**src/rtl/nand_ecc_pkg.sv**
```systemverilog
// Package: shared types and parity helpers for the NAND Hamming ECC accumulator.
// Assumes 8-bit data and 256-byte chunks.
package nand_ecc_pkg;

    localparam int CHUNK_BYTES = 256;
    localparam int PAR_BITS    = 22;   // 16 line + 6 column parities

    typedef enum logic [1:0] {
        ECC_OFF   = 2'b00,
        ECC_ACC   = 2'b01,
        ECC_READ  = 2'b10,
        ECC_CLEAR = 2'b11
    } ecc_mode_e;

    // Column parity contribution of one byte, bit 5 down to bit 0:
    // {7,6,5,4} {3,2,1,0} {7,6,3,2} {5,4,1,0} {7,5,3,1} {6,4,2,0}
    function automatic logic [5:0] col_par(input logic [7:0] d);
        col_par[5] = ^d[7:4];
        col_par[4] = ^d[3:0];
        col_par[3] = d[7] ^ d[6] ^ d[3] ^ d[2];
        col_par[2] = d[5] ^ d[4] ^ d[1] ^ d[0];
        col_par[1] = d[7] ^ d[5] ^ d[3] ^ d[1];
        col_par[0] = d[6] ^ d[4] ^ d[2] ^ d[0];
    endfunction

endpackage

```
**src/rtl/nand_ecc_chunk_par.sv**
```systemverilog
// Module: raw parity store of one 256-byte chunk.
// Holds 16 line parities in [15:0] and 6 column parities in [21:16], non-inverted.
// Assumes clr and upd are never meaningful together; clr wins.
module nand_ecc_chunk_par
    import nand_ecc_pkg::*;
#(
    parameter int AW = 8
) (
    input  logic                clk,
    input  logic                rst_n,
    input  logic                clr,
    input  logic                upd,
    input  logic [AW-1:0]       addr,
    input  logic [7:0]          din,
    output logic [PAR_BITS-1:0] par
);

    localparam int LINE_BITS = 2 * AW;

    logic [PAR_BITS-1:0] par_q;
    logic [PAR_BITS-1:0] par_nxt;
    logic                byte_p;

    // Next parity value if the current byte is folded in.
    always_comb begin
        byte_p  = ^din;
        par_nxt = par_q;
        for (int k = 0; k < AW; k++) begin
            if (addr[k]) par_nxt[2*k+1] = par_q[2*k+1] ^ byte_p;
            else         par_nxt[2*k]   = par_q[2*k]   ^ byte_p;
        end
        par_nxt[PAR_BITS-1:LINE_BITS] = par_q[PAR_BITS-1:LINE_BITS] ^ col_par(din);
    end

    // Parity register: cleared by reset or clear mode, updated per byte.
    always_ff @(posedge clk) begin
        if (!rst_n || clr) par_q <= '0;
        else if (upd)      par_q <= par_nxt;
    end

    assign par = par_q;

endmodule

```
**src/rtl/nand_ecc_seq.sv**
```systemverilog
// Module: byte position and read-out pointer sequencing.
// Counts bytes within a chunk, steps the chunk index up to NCHUNK (sector full),
// and walks the read-out pointer through 3 bytes per chunk with wrap.
module nand_ecc_seq
    import nand_ecc_pkg::*;
#(
    parameter int NCHUNK = 2,
    parameter int AW     = 8,
    localparam int CIW   = $clog2(NCHUNK + 1),
    localparam int PW    = (NCHUNK > 1) ? $clog2(NCHUNK) : 1
) (
    input  logic           clk,
    input  logic           rst_n,
    input  ecc_mode_e      mode,
    input  logic           xfer_vld,
    input  logic           rd_req,
    output logic           acc_en,
    output logic [AW-1:0]  byte_cnt,
    output logic [CIW-1:0] chunk_idx,
    output logic [1:0]     ptr_sub,
    output logic [PW-1:0]  ptr_chunk
);

    localparam logic [CIW-1:0] FULL_IDX  = CIW'(NCHUNK);
    localparam logic [PW-1:0]  LAST_PTR  = PW'(NCHUNK - 1);
    localparam logic [AW-1:0]  LAST_BYTE = '1;

    logic clr;
    logic rd_step;

    assign clr     = (mode == ECC_CLEAR);
    assign acc_en  = (mode == ECC_ACC) && xfer_vld && (chunk_idx != FULL_IDX);
    assign rd_step = (mode == ECC_READ) && rd_req;

    // Byte position within the sector: offset and chunk index.
    always_ff @(posedge clk) begin
        if (!rst_n || clr) begin
            byte_cnt  <= '0;
            chunk_idx <= '0;
        end else if (acc_en) begin
            byte_cnt <= byte_cnt + 1'b1;
            if (byte_cnt == LAST_BYTE) chunk_idx <= chunk_idx + 1'b1;
        end
    end

    // Read-out pointer: byte within code (0..2) and code index, wrapping.
    always_ff @(posedge clk) begin
        if (!rst_n || clr) begin
            ptr_sub   <= 2'd0;
            ptr_chunk <= '0;
        end else if (rd_step) begin
            if (ptr_sub == 2'd2) begin
                ptr_sub   <= 2'd0;
                ptr_chunk <= (ptr_chunk == LAST_PTR) ? '0 : ptr_chunk + 1'b1;
            end else begin
                ptr_sub <= ptr_sub + 2'd1;
            end
        end
    end

endmodule

```
**src/rtl/nand_ecc_accum.sv**
```systemverilog
// Module: NAND Hamming ECC accumulator top.
// Holds the mode field, one parity store per chunk, the sequencer and the
// read-out mux. Codes are stored non-inverted and inverted on read-out.
// Assumes rd_req and xfer_vld are single-cycle per byte.
module nand_ecc_accum
    import nand_ecc_pkg::*;
#(
    parameter int NCHUNK = 2,
    localparam int AW    = $clog2(CHUNK_BYTES),
    localparam int CIW   = $clog2(NCHUNK + 1),
    localparam int PW    = (NCHUNK > 1) ? $clog2(NCHUNK) : 1
) (
    input  logic       clk,
    input  logic       rst_n,
    input  logic       mode_we,
    input  logic [1:0] mode_in,
    input  logic       xfer_vld,
    input  logic [7:0] xfer_byte,
    input  logic       rd_req,
    input  logic [7:0] flash_rd_data,
    output logic [7:0] rd_data,
    output logic       flash_strobe
);

    ecc_mode_e                  mode_q;
    logic                       acc_en;
    logic [AW-1:0]              byte_cnt;
    logic [CIW-1:0]             chunk_idx;
    logic [1:0]                 ptr_sub;
    logic [PW-1:0]              ptr_chunk;
    logic [PAR_BITS-1:0]        par [NCHUNK];
    logic [NCHUNK*PAR_BITS-1:0] par_all;
    logic [PAR_BITS-1:0]        sel_par;
    logic [7:0]                 code_byte;

    // Mode field register; reset leaves the engine off.
    always_ff @(posedge clk) begin
        if (!rst_n)       mode_q <= ECC_OFF;
        else if (mode_we) mode_q <= ecc_mode_e'(mode_in);
    end

    nand_ecc_seq #(.NCHUNK(NCHUNK), .AW(AW)) i_seq (
        .clk       (clk),
        .rst_n     (rst_n),
        .mode      (mode_q),
        .xfer_vld  (xfer_vld),
        .rd_req    (rd_req),
        .acc_en    (acc_en),
        .byte_cnt  (byte_cnt),
        .chunk_idx (chunk_idx),
        .ptr_sub   (ptr_sub),
        .ptr_chunk (ptr_chunk)
    );

    for (genvar g = 0; g < NCHUNK; g++) begin : g_chunk
        nand_ecc_chunk_par #(.AW(AW)) i_par (
            .clk   (clk),
            .rst_n (rst_n),
            .clr   (mode_q == ECC_CLEAR),
            .upd   (acc_en && (chunk_idx == CIW'(g))),
            .addr  (byte_cnt),
            .din   (xfer_byte),
            .par   (par[g])
        );
        assign par_all[g*PAR_BITS +: PAR_BITS] = par[g];
    end

    // Read-out mux: order within a code is byte 1, byte 0, byte 2.
    always_comb begin
        sel_par = par[ptr_chunk];
        case (ptr_sub)
            2'd0:    code_byte = ~sel_par[15:8];
            2'd1:    code_byte = ~sel_par[7:0];
            default: code_byte = ~{sel_par[21:16], 2'b00};
        endcase
    end

    // Data-register read path: code bytes replace flash data in read-out mode.
    always_comb begin
        if (mode_q == ECC_READ) begin
            rd_data      = code_byte;
            flash_strobe = 1'b0;
        end else begin
            rd_data      = flash_rd_data;
            flash_strobe = rd_req;
        end
    end

endmodule

```
**config.mk**
```make
export PLATFORM = sky130hd
export DESIGN_NAME = nand_ecc_accum
export DESIGN_NICKNAME = d
export VERILOG_FILES = /design/src/rtl/nand_ecc_pkg.sv /design/src/rtl/nand_ecc_chunk_par.sv /design/src/rtl/nand_ecc_seq.sv /design/src/rtl/nand_ecc_accum.sv
export SDC_FILE = /design/constraint.sdc
export NUM_CORES = 1
export LEC_CHECK = 0
export BUFFER_PORTS_ARGS = -buffer_cell sky130_fd_sc_hd__buf_2
export CAP_MARGIN = 20
export CORE_UTILIZATION = 60
export CTS_BUF_LIST = sky130_fd_sc_hd__clkbuf_2
export DETAILED_ROUTE_END_ITERATION = 10
export MAX_ROUTING_LAYER = met4
export PLACE_DENSITY = 0.79
export SLEW_MARGIN = 5
export SYNTH_ARGS = -nofsm -noshare
export SYNTH_HDL_FRONTEND = slang
export SYNTH_SLANG_ARGS = --single-unit
```
**constraint.sdc**
```tcl
create_clock -name clk -period 3.6 [get_ports clk]
set_input_delay 0.18 -clock clk [delete_from_list [all_inputs] [get_ports clk]]
set_output_delay 0.18 -clock clk [all_outputs]
set_load 0.005 [all_outputs]
```
Word-level counts from Yosys, hierarchy flattened
Cells that the tools add are included.
{"block": "totals", "output_inout_bits": 9, "reg_bits": 59, "input_bits": 23}
{"block": "classes", "reduce_logical": 46, "bitwise": 58, "n_mux": 8, "n_eq_ne": 8, "n_lt_le_gt_ge": 1, "add_sub_neg": 4}
{"operator": "$reduce_and 2->1", "count": 34}
{"operator": "$mux 22", "count": 3}
{"operator": "$xor 1x1->1", "count": 44}
{"operator": "$not 8->8", "count": 3}
{"operator": "$pmux 8 s2", "count": 1}
{"operator": "$xor 6x6->6", "count": 2}
{"operator": "$add 8x1->8 const B", "count": 1}
{"operator": "$eq 8x8->1 const B", "count": 1}
{"operator": "$mux 8", "count": 1}
{"operator": "$not 1->1", "count": 8}
{"operator": "$reduce_xor 4->1", "count": 2}
{"operator": "$reduce_xor 8->1", "count": 1}
{"operator": "$eq 2x1->1 const B", "count": 3}
{"operator": "$eq 2x2->1 const B", "count": 3}
{"operator": "$logic_and 1x1->1", "count": 5}
{"operator": "$add 2x1->2 const B", "count": 2}
{"operator": "$logic_not 2->1", "count": 2}
{"operator": "$ge 2x2->1 const B", "count": 1}
{"operator": "$mux 1", "count": 2}
{"operator": "$mux 2", "count": 1}
{"operator": "$ne 2x2->1 const B", "count": 1}
{"operator": "$not 1->2", "count": 1}
{"operator": "$add 1x1->1 const B", "count": 1}
{"operator": "$logic_not 1->1", "count": 1}
{"operator": "$logic_or 1x1->1", "count": 1}

Depth between registers and ports, before layout
Gate-level depths: netlist of the first run.
{"block": "depth", "word_depth": 7, "depth_mapped": 9, "ltp_nobuf": 7}

Cells and area by module
Synthesis of the first run repeated with hierarchy kept, for this count alone.
{"block": "hier_totals", "cells_unflattened": 381, "area_unflattened_um2": 3340.7}
{"mod": "nand_ecc_chunk_par", "seq_area_each_um2": 440.4, "cells_each": 121, "area_each_um2": 1086.0, "n_inst": 2}
{"mod": "nand_ecc_seq", "seq_area_each_um2": 260.2, "cells_each": 72, "area_each_um2": 629.4, "n_inst": 1}
{"mod": "nand_ecc_accum", "seq_area_each_um2": 40.0, "cells_each": 67, "area_each_um2": 539.3, "n_inst": 1}

Least setup slack after synthesis of the first run
No wires, ideal clock.
{"block": "synth_path", "kind": "reg2reg", "start": "register i_seq.chunk_idx[0]", "end": "register g_chunk[0].i_par.par_q[7]", "synth_period_minus_slack_ps": 1976, "path_slack_ps": 1624, "arrival_time_ps": 1917, "path_buffers": 2, "required_ps": 3541, "path_stages_with_launch": 10, "path_cell_list": "dfxtp_1 inv_1 ha_1 nor4bb_1 buf_2 and2_1 buf_1 nand2_1 or4_1 nand2_1"}
{"block": "synth_via", "elab_chain_cells": 4, "word_cells_on_any_way": 5, "cone_classes": "eq/ne (1); reduce/logical (4)"}
{"element": "start, declared", "line": "nand_ecc_seq.sv:19", "rtl": "output logic [CIW-1:0] chunk_idx,"}
{"element": "start signal, assigned", "line": "nand_ecc_seq.sv:42", "rtl": "if (byte_cnt == LAST_BYTE) chunk_idx <= chunk_idx + 1'b1;"}
{"element": "$ne 2x2->1", "line": "nand_ecc_seq.sv:32", "rtl": "assign acc_en = (mode == ECC_ACC) && xfer_vld && (chunk_idx != FULL_IDX);"}
{"element": "$logic_and 1x1->1", "line": "nand_ecc_seq.sv:32"}
{"element": "$logic_and 1x1->1 (*)", "line": "nand_ecc_accum.sv:60", "rtl": ".upd (acc_en && (chunk_idx == CIW'(g))),"}
{"element": "$reduce_and 2->1 (no line) (*)"}
{"element": "end signal, assigned", "line": "nand_ecc_chunk_par.sv:38", "rtl": "else if (upd) par_q <= par_nxt;"}
{"element": "end, declared", "line": "nand_ecc_chunk_par.sv:20", "rtl": "logic [PAR_BITS-1:0] par_q;"}
Mark *: on every way between the ends. The rest lies on a longest branch, timed or not.
A chain may end at the register's enable or synchronous reset.

Worst setup path in the final report of the first run
{"block": "layout_path", "start": "register i_seq.ptr_sub[0]", "end": "output port rd_data[5]"}
{"block": "layout_via", "elab_chain_cells": 3, "word_cells_on_any_way": 4, "cone_classes": "eq/ne (1); mux (2); reduce/logical (1)"}
{"element": "start, declared", "line": "nand_ecc_seq.sv:20", "rtl": "output logic [1:0] ptr_sub,"}
{"element": "start signal, assigned", "line": "nand_ecc_seq.sv:56", "rtl": "ptr_sub <= ptr_sub + 2'd1;"}
{"element": "$eq 2x1->1 or $logic_not 2->1 (tied branches)", "line": "nand_ecc_accum.sv:71", "rtl": "case (ptr_sub)"}
{"element": "$pmux 8 s2 (*)", "line": "nand_ecc_accum.sv:71"}
{"element": "$mux 8 (*)", "line": "nand_ecc_accum.sv:80", "rtl": "if (mode_q == ECC_READ) begin"}
{"element": "end, declared", "line": "nand_ecc_accum.sv:21", "rtl": "output logic [7:0] rd_data,"}
Marks and branches as above.

==> flow_summary.ini, run 1 <==
[status]
outcome = completed

[placement]
place_area_um2 = 3220
routabilityCongestion = 0.748
portBuffers = 31
dp_hpwl_um = 4650

[grt]
grt_pass1_wl_um = 11500
grt_overflow_total = 0
antenna_found_initial = 0
first_global_vias = 2455
grt_util_all_layers = 0.297
grt_max_degree = 65

[route]
route.detailed.drc = 0
routed_wl_um = 7210
num_vias = 2741
viasPerCell = 6.06
firstDrtPassIters = 6
first_iter_violations = 219
routedWlPerCell_um = 15.9
antenna_left = 0

[sta]
worstMarginPinSlew_ns = 0.846
drv_slew = 0
fin_crit_ns = 2.73
hold_viol = 0
setup_violations = 0
fin_worst_skew_ns = 0.0308
fin_crit_sh = 0.759
slew_headroom = 0.436
rsz0062_at_grt = false
finalSetupTns_ns = 0
max_freq_ghz = 0.366

[cts]
cts_tree = yes
cts_inserted_buffers = 9
clock_path_buffers = 2
h-tree-depth = 3
post-cts-setup-buffer-count = 0
clock_sinks = 59
clock_latency_ns = 0.49
path_clk_slew_ns = 0.19
cts_root_buf = clkbuf_2

[critical_path]
crit_path_start_kind = flip-flop
rrSetupSlack_ns = 1.16
path_cells = mux2_2, mux4_2, o21ai_0, buf_2
cp_slowest_cell = dfxtp_1
worst_r2r_startpoint = i_seq.chunk_idx[0]
r2r-end = g_chunk[1].i_par.par[12]
crit_arrival_ns = 2.55
max_stage_delay_ns = 0.91
criticalPathCategory = reg -> out
crit_cells = 4
crit_family = flip-flops
r2r_cells = 7
endpoint_kind = primary output
worstPathMaxFanout = 19
critPathLaunch = i_seq.ptr_sub[0]
path_buf_inv = 1
cp.required_ns = 3.42
crit_end = rd_data[5]

[finish]
multi_input_area_um2 = 1770
stdcell_area_um2 = 3380
drive_gt1_frac = 0.171
post-route-util = 0.701
seq_area_um2 = 1180
nFillCells = 411
fin_nets = 407
diodes = 0
areaGrowthSynthToFinish_pct = 9.71

[synth]
synth_cell_types = 28
synth.avg_cell_area_um2 = 8.48
synth_commonest_cells = dfxtp_1, a21oi_1, o21ai_0, nand2_1, or3_1
syn_area_um2 = 3080
synth-seq-cells = 59
synth.most_common_cell = dfxtp_1
yosys_warnings = 0
synth.area.top_cells = dfxtp_1, a21oi_1, o21ai_0
synth-edff-count = 0
ys.flop_type = dfxtp_1
synth_top_area_share = 0.384
seq_area_frac_synth = 0.384
syn_inst = 363
synth_nets = 390
yosys.area.top_type = dfxtp_1
async_flop_share = 0

[pwr]
ir_drop_mv = 0.225
p_leak_nw = 1.12
powerDensity_nw_per_um2 = 383

[die]
die_x_um = 73.6
rows = 25
initial_core_util = 0.639
ios = 32
coreArea_um2 = 4820
dieArea_um2 = 5420
die_h_um = 73.6

[run]
maxCapViolations = 0

[worst_hold_path]
min_path_type = in -> reg
## cell type report
type,instances,share of cell area
inverters,3,0.00333
multi-input cells,269,0.524
flip-flops and latches,59,0.350
repair buffers,38,0.0644
well taps,67,0.0248
clock inverters,7,0.0204
clock buffers,9,0.0133
## worst reg2reg max path: stages (launching register included)
cell	delay (ns)
dfxtp_1	0.41
inv_1	0.08
ha_1	0.21
nor4bb_1	0.27
buf_4	0.23
nand2_1	0.44
or4_1	0.57
a21oi_1	0.15
## layout by cell type (no fill, tap or decap), types with 3 or more instances in the layout
master / count
inv_1: 3
mux2_2: 8
dfxtp_1: 59
nand4_1: 3
o21ai_0: 35
or3_1: 28
dlygate4sd3_1: 4
clkbuf_2: 9
nor2b_1: 6
ha_1: 4
a21oi_1: 51
nand2_1: 34
or4_1: 18
xnor2_1: 18
nor2_1: 14
o31ai_1: 16
mux4_2: 7
nand2b_1: 3
buf_2: 31
nor3_1: 3
buf_4: 3
clkinv_2: 3
xor2_1: 3
and2_1: 4
mux2i_1: 6
## metal layers
layer / routed length (um) / track usage / up-vias
li1: - / - / 1352
met1: 3160 / 0.364 / 1308
met2: 3550 / 0.481 / 69
met3: 394 / 0.0508 / 12
met4: 96 / 0.130 / 0
met5: 0 / - / -
## worst min path at each step
| stage | end | depth (start not counted) | slack, ns | from |
|---|---|---|---|---|
| 3_3_place_gp | mode_q[1] | 2 | 0.43 | rst_n |
| 3_5_place_dp | mode_q[1] | 2 | 0.44 | rst_n |
| 5_1_grt | i_seq.ptr_sub[1] | 4 | 0.12 | rd_req |
| 6_report | i_seq.ptr_sub[1] | 4 | 0.17 | rd_req |
| 4_1_cts | i_seq.ptr_sub[1] | 4 | 0.14 | rd_req |
| 2_1_floorplan | mode_q[0] | 1 | 0.31 | rst_n |
## cell families (layout without fill, tap and decap cells)
| group | after synthesis | after routing | synth area share |
|---|---|---|---|
| simple gates | 117 | 117 | 0.207 |
| mux | 21 | 21 | 0.100 |
| buf+inv | 35 | 57 | 0.0439 |
| xor+xnor | 22 | 22 | 0.0626 |
| flops | 59 | 59 | 0.384 |
| compound gates | 105 | 105 | 0.187 |
| fa+ha+maj | 4 | 4 | 0.0163 |
## flip-flops by register name (all words and copies together) (netlist names)
register,count
i_seq.byte_cnt,8
i_seq.ptr_sub,2
i_seq.ptr_chunk,1
mode_q,2
i_seq.chunk_idx,2
g_chunk.i_par.par,44
## report_power, final
part	switching (mW)	total, mW	internal (mW)	leakage (nW)
Sequential	0.0117	0.675	0.663	0.476
Clock	0.260	0.418	0.157	0.0677
Combinational	0.136	0.203	0.0673	0.577
Total	0.408	1.30	0.888	1.12
## per-stage QoR
| stage | power [mW] | hold WS (ns) | std cells | worst slack, ns |
|---|---|---|---|---|
| final | 1.30 | 0.168 | 452 | 0.866 |
| after global routing | 1.35 | 0.124 | 452 | 0.717 |
| after CTS | 1.30 | 0.143 | 452 | 0.822 |
| after detailed placement | 0.884 | 0.444 | 432 | 1.21 |
| after global placement | 0.878 | 0.429 | 432 | 1.35 |
| after floorplan | 0.830 | 0.308 | 363 | 1.62 |
## what timing repair did
action,in CTS,in global routing
hold buffers,4,0
resized for setup,0,0
hold endpoints to repair,2,0
Note: power is estimated with default switching activity, not from simulation.
==> run 2, diff against run 1 <==
--- a/config.mk
+++ b/config.mk
@@ -7,11 +7,11 @@
 export LEC_CHECK = 0
 export BUFFER_PORTS_ARGS = -buffer_cell sky130_fd_sc_hd__buf_2
 export CAP_MARGIN = 20
-export CORE_UTILIZATION = 60
+export CORE_UTILIZATION = 55
 export CTS_BUF_LIST = sky130_fd_sc_hd__clkbuf_2
 export DETAILED_ROUTE_END_ITERATION = 10
 export MAX_ROUTING_LAYER = met4
-export PLACE_DENSITY = 0.79
+export PLACE_DENSITY = 0.76
 export SLEW_MARGIN = 5
 export SYNTH_ARGS = -nofsm -noshare
 export SYNTH_HDL_FRONTEND = slang
==> constraint.sdc (replaced) <==
create_clock -name clk -period 2.5 [get_ports clk]
set_input_delay 0.125 -clock clk [delete_from_list [all_inputs] [get_ports clk]]
set_output_delay 0.125 -clock clk [all_outputs]
set_load 0.005 [all_outputs]
==> flow_summary.ini, run 2 (synthesis results as in run 1) <==
[route]
num_vias = 2688
antenna_left = 0
routed_wl_um = 7000
routedWlPerCell_um = 15.2
route.detailed.drc = 0
first_iter_violations = 195
firstDrtPassIters = 4
viasPerCell = 5.83

[worst_hold_path]
min_path_type = in -> reg
holdPathStages = 4

[sta]
drv_slew = 0
max_freq_ghz = 0.426
finalSetupTns_ns = 0
hold_viol = 0
rsz0062_at_grt = false
fin_crit_ns = 2.35
whs_ns = 0.0928
worstMarginPinSlew_ns = 0.680
slew_headroom = 0.547
fin_crit_sh = 0.939
fin_worst_skew_ns = 0.0146
setup_violations = 0

[grt]
antenna_found_initial = 0
grt_overflow_total = 0
grt_util_all_layers = 0.268
grt_pass1_wl_um = 12200
grt_max_degree = 53
first_global_vias = 2635

[die]
initial_core_util = 0.588
coreArea_um2 = 5240
rows = 26
dieArea_um2 = 5900
die_x_um = 76.8
ios = 32
die_h_um = 76.8

[placement]
routabilityCongestion = 0.768
portBuffers = 31
dp_hpwl_um = 4730

[cts]
post-cts-setup-buffer-count = 0
cts_inserted_buffers = 9
cts_tree = yes
clock_path_buffers = 2
h-tree-depth = 3
clock_sinks = 59
path_clk_slew_ns = 0.16
clock_latency_ns = 0.47
cts_root_buf = clkbuf_2

[finish]
fin_nets = 413
layout_common_cells = dfxtp_1, a21oi_1, o21ai_0
largest_reg_flops = 44
diodes = 0
areaGrowthSynthToFinish_pct = 10.6
drive_gt1_frac = 0.182
nFillCells = 460
final_common_cell = dfxtp_1

[pwr]
finalPower_mw = 1.75
p_leak_nw = 1.14
powerDensity_nw_per_um2 = 515
ir_drop_mv = 0.313

[critical_path]
crit_cells = 4
rrSetupSlack_ns = 0.33
worst_r2r_startpoint = i_seq.chunk_idx[0]
worstPathMaxFanout = 13
path_buf_inv = 1
crit_path_start_kind = flip-flop
crit_arrival_ns = 2.22
cp_slowest_cell = dfxtp_2
crit_end = rd_data[6]
crit_family = multiplexers
max_stage_delay_ns = 0.57
criticalPathCategory = reg -> out
critPathLaunch = i_seq.ptr_sub[0]
cp.required_ns = 2.38
path_cells = mux2_2, mux4_2, o21ai_0, buf_2
r2r-end = g_chunk[1].i_par.par[11]
endpoint_kind = primary output
r2r_cells = 8

[status]
outcome = completed

[run]
maxCapViolations = 0
[run 2: per-layer routing]
layer / global-route usage / part of all wire / up-vias
li1: - / - / 1363
met1: 0.331 / 0.46 / 1256
met2: 0.435 / 0.47 / 57
met3: 0.0607 / 0.054 / 12
met4: 0.0827 / 0.022 / 0
met5: - / 0 / -
[run 2: how the worst min path moves through the flow]
stage / start / end / slack, ns
global placement: rst_n / mode_q[1] / 0.38
global route: rd_req / i_seq.ptr_sub[0] / 0.11
detailed placement: rst_n / mode_q[1] / 0.40
floorplan: rst_n / mode_q[0] / 0.25
CTS: rd_req / i_seq.ptr_sub[0] / 0.06
finish: rd_req / i_seq.ptr_sub[0] / 0.09
[run 2: final cells by class]
| class | count | area [um2] | area share |
|---|---|---|---|
| Sequential cell | 59 | 1180 | 0.348 |
| Tap cell | 70 | 87.6 | 0.0257 |
| Clock inverter | 5 | 20.0 | 0.00588 |
| Inverter | 3 | 11.3 | 0.00331 |
| Timing Repair Buffer | 44 | 275 | 0.0809 |
| Multi-Input combinational cell | 269 | 1770 | 0.520 |
| Clock buffer | 11 | 55.1 | 0.0162 |
[run 2: report_power, final]
group	switching, mW	total [mW]	internal (mW)
Sequential	0.0162	0.971	0.955
Clock	0.336	0.462	0.125
Combinational	0.202	0.319	0.117
[run 2: worst reg2reg max path, cell delays in order (launching register included)]
cell      delay, ns
dfxtp_1        0.40
inv_1          0.07
ha_1           0.19
nor4bb_1       0.27
buf_4          0.22
and2_1         0.37
nand2_1        0.12
or3_1          0.33
a21oi_1        0.15
[run 2: what timing repair did]
item / CTS / global route
hold buffers: 4 / 0
endpoints found under the setup margin: 4 / 2
gates resized for setup: 1 / 2
endpoints found under the hold margin: 2 / 0
pin swaps: 0 / 0
[run 2: metrics by stage]
stage,area [um2],setup WS [ns],util,cells
floorplan,3080,0.524,-,363
global placement,3290,0.464,0.627,441
detailed placement,3290,0.352,0.627,441
CTS,3400,0.118,0.650,461
global route,3400,0.0419,0.650,461
finish,3400,0.152,0.650,461
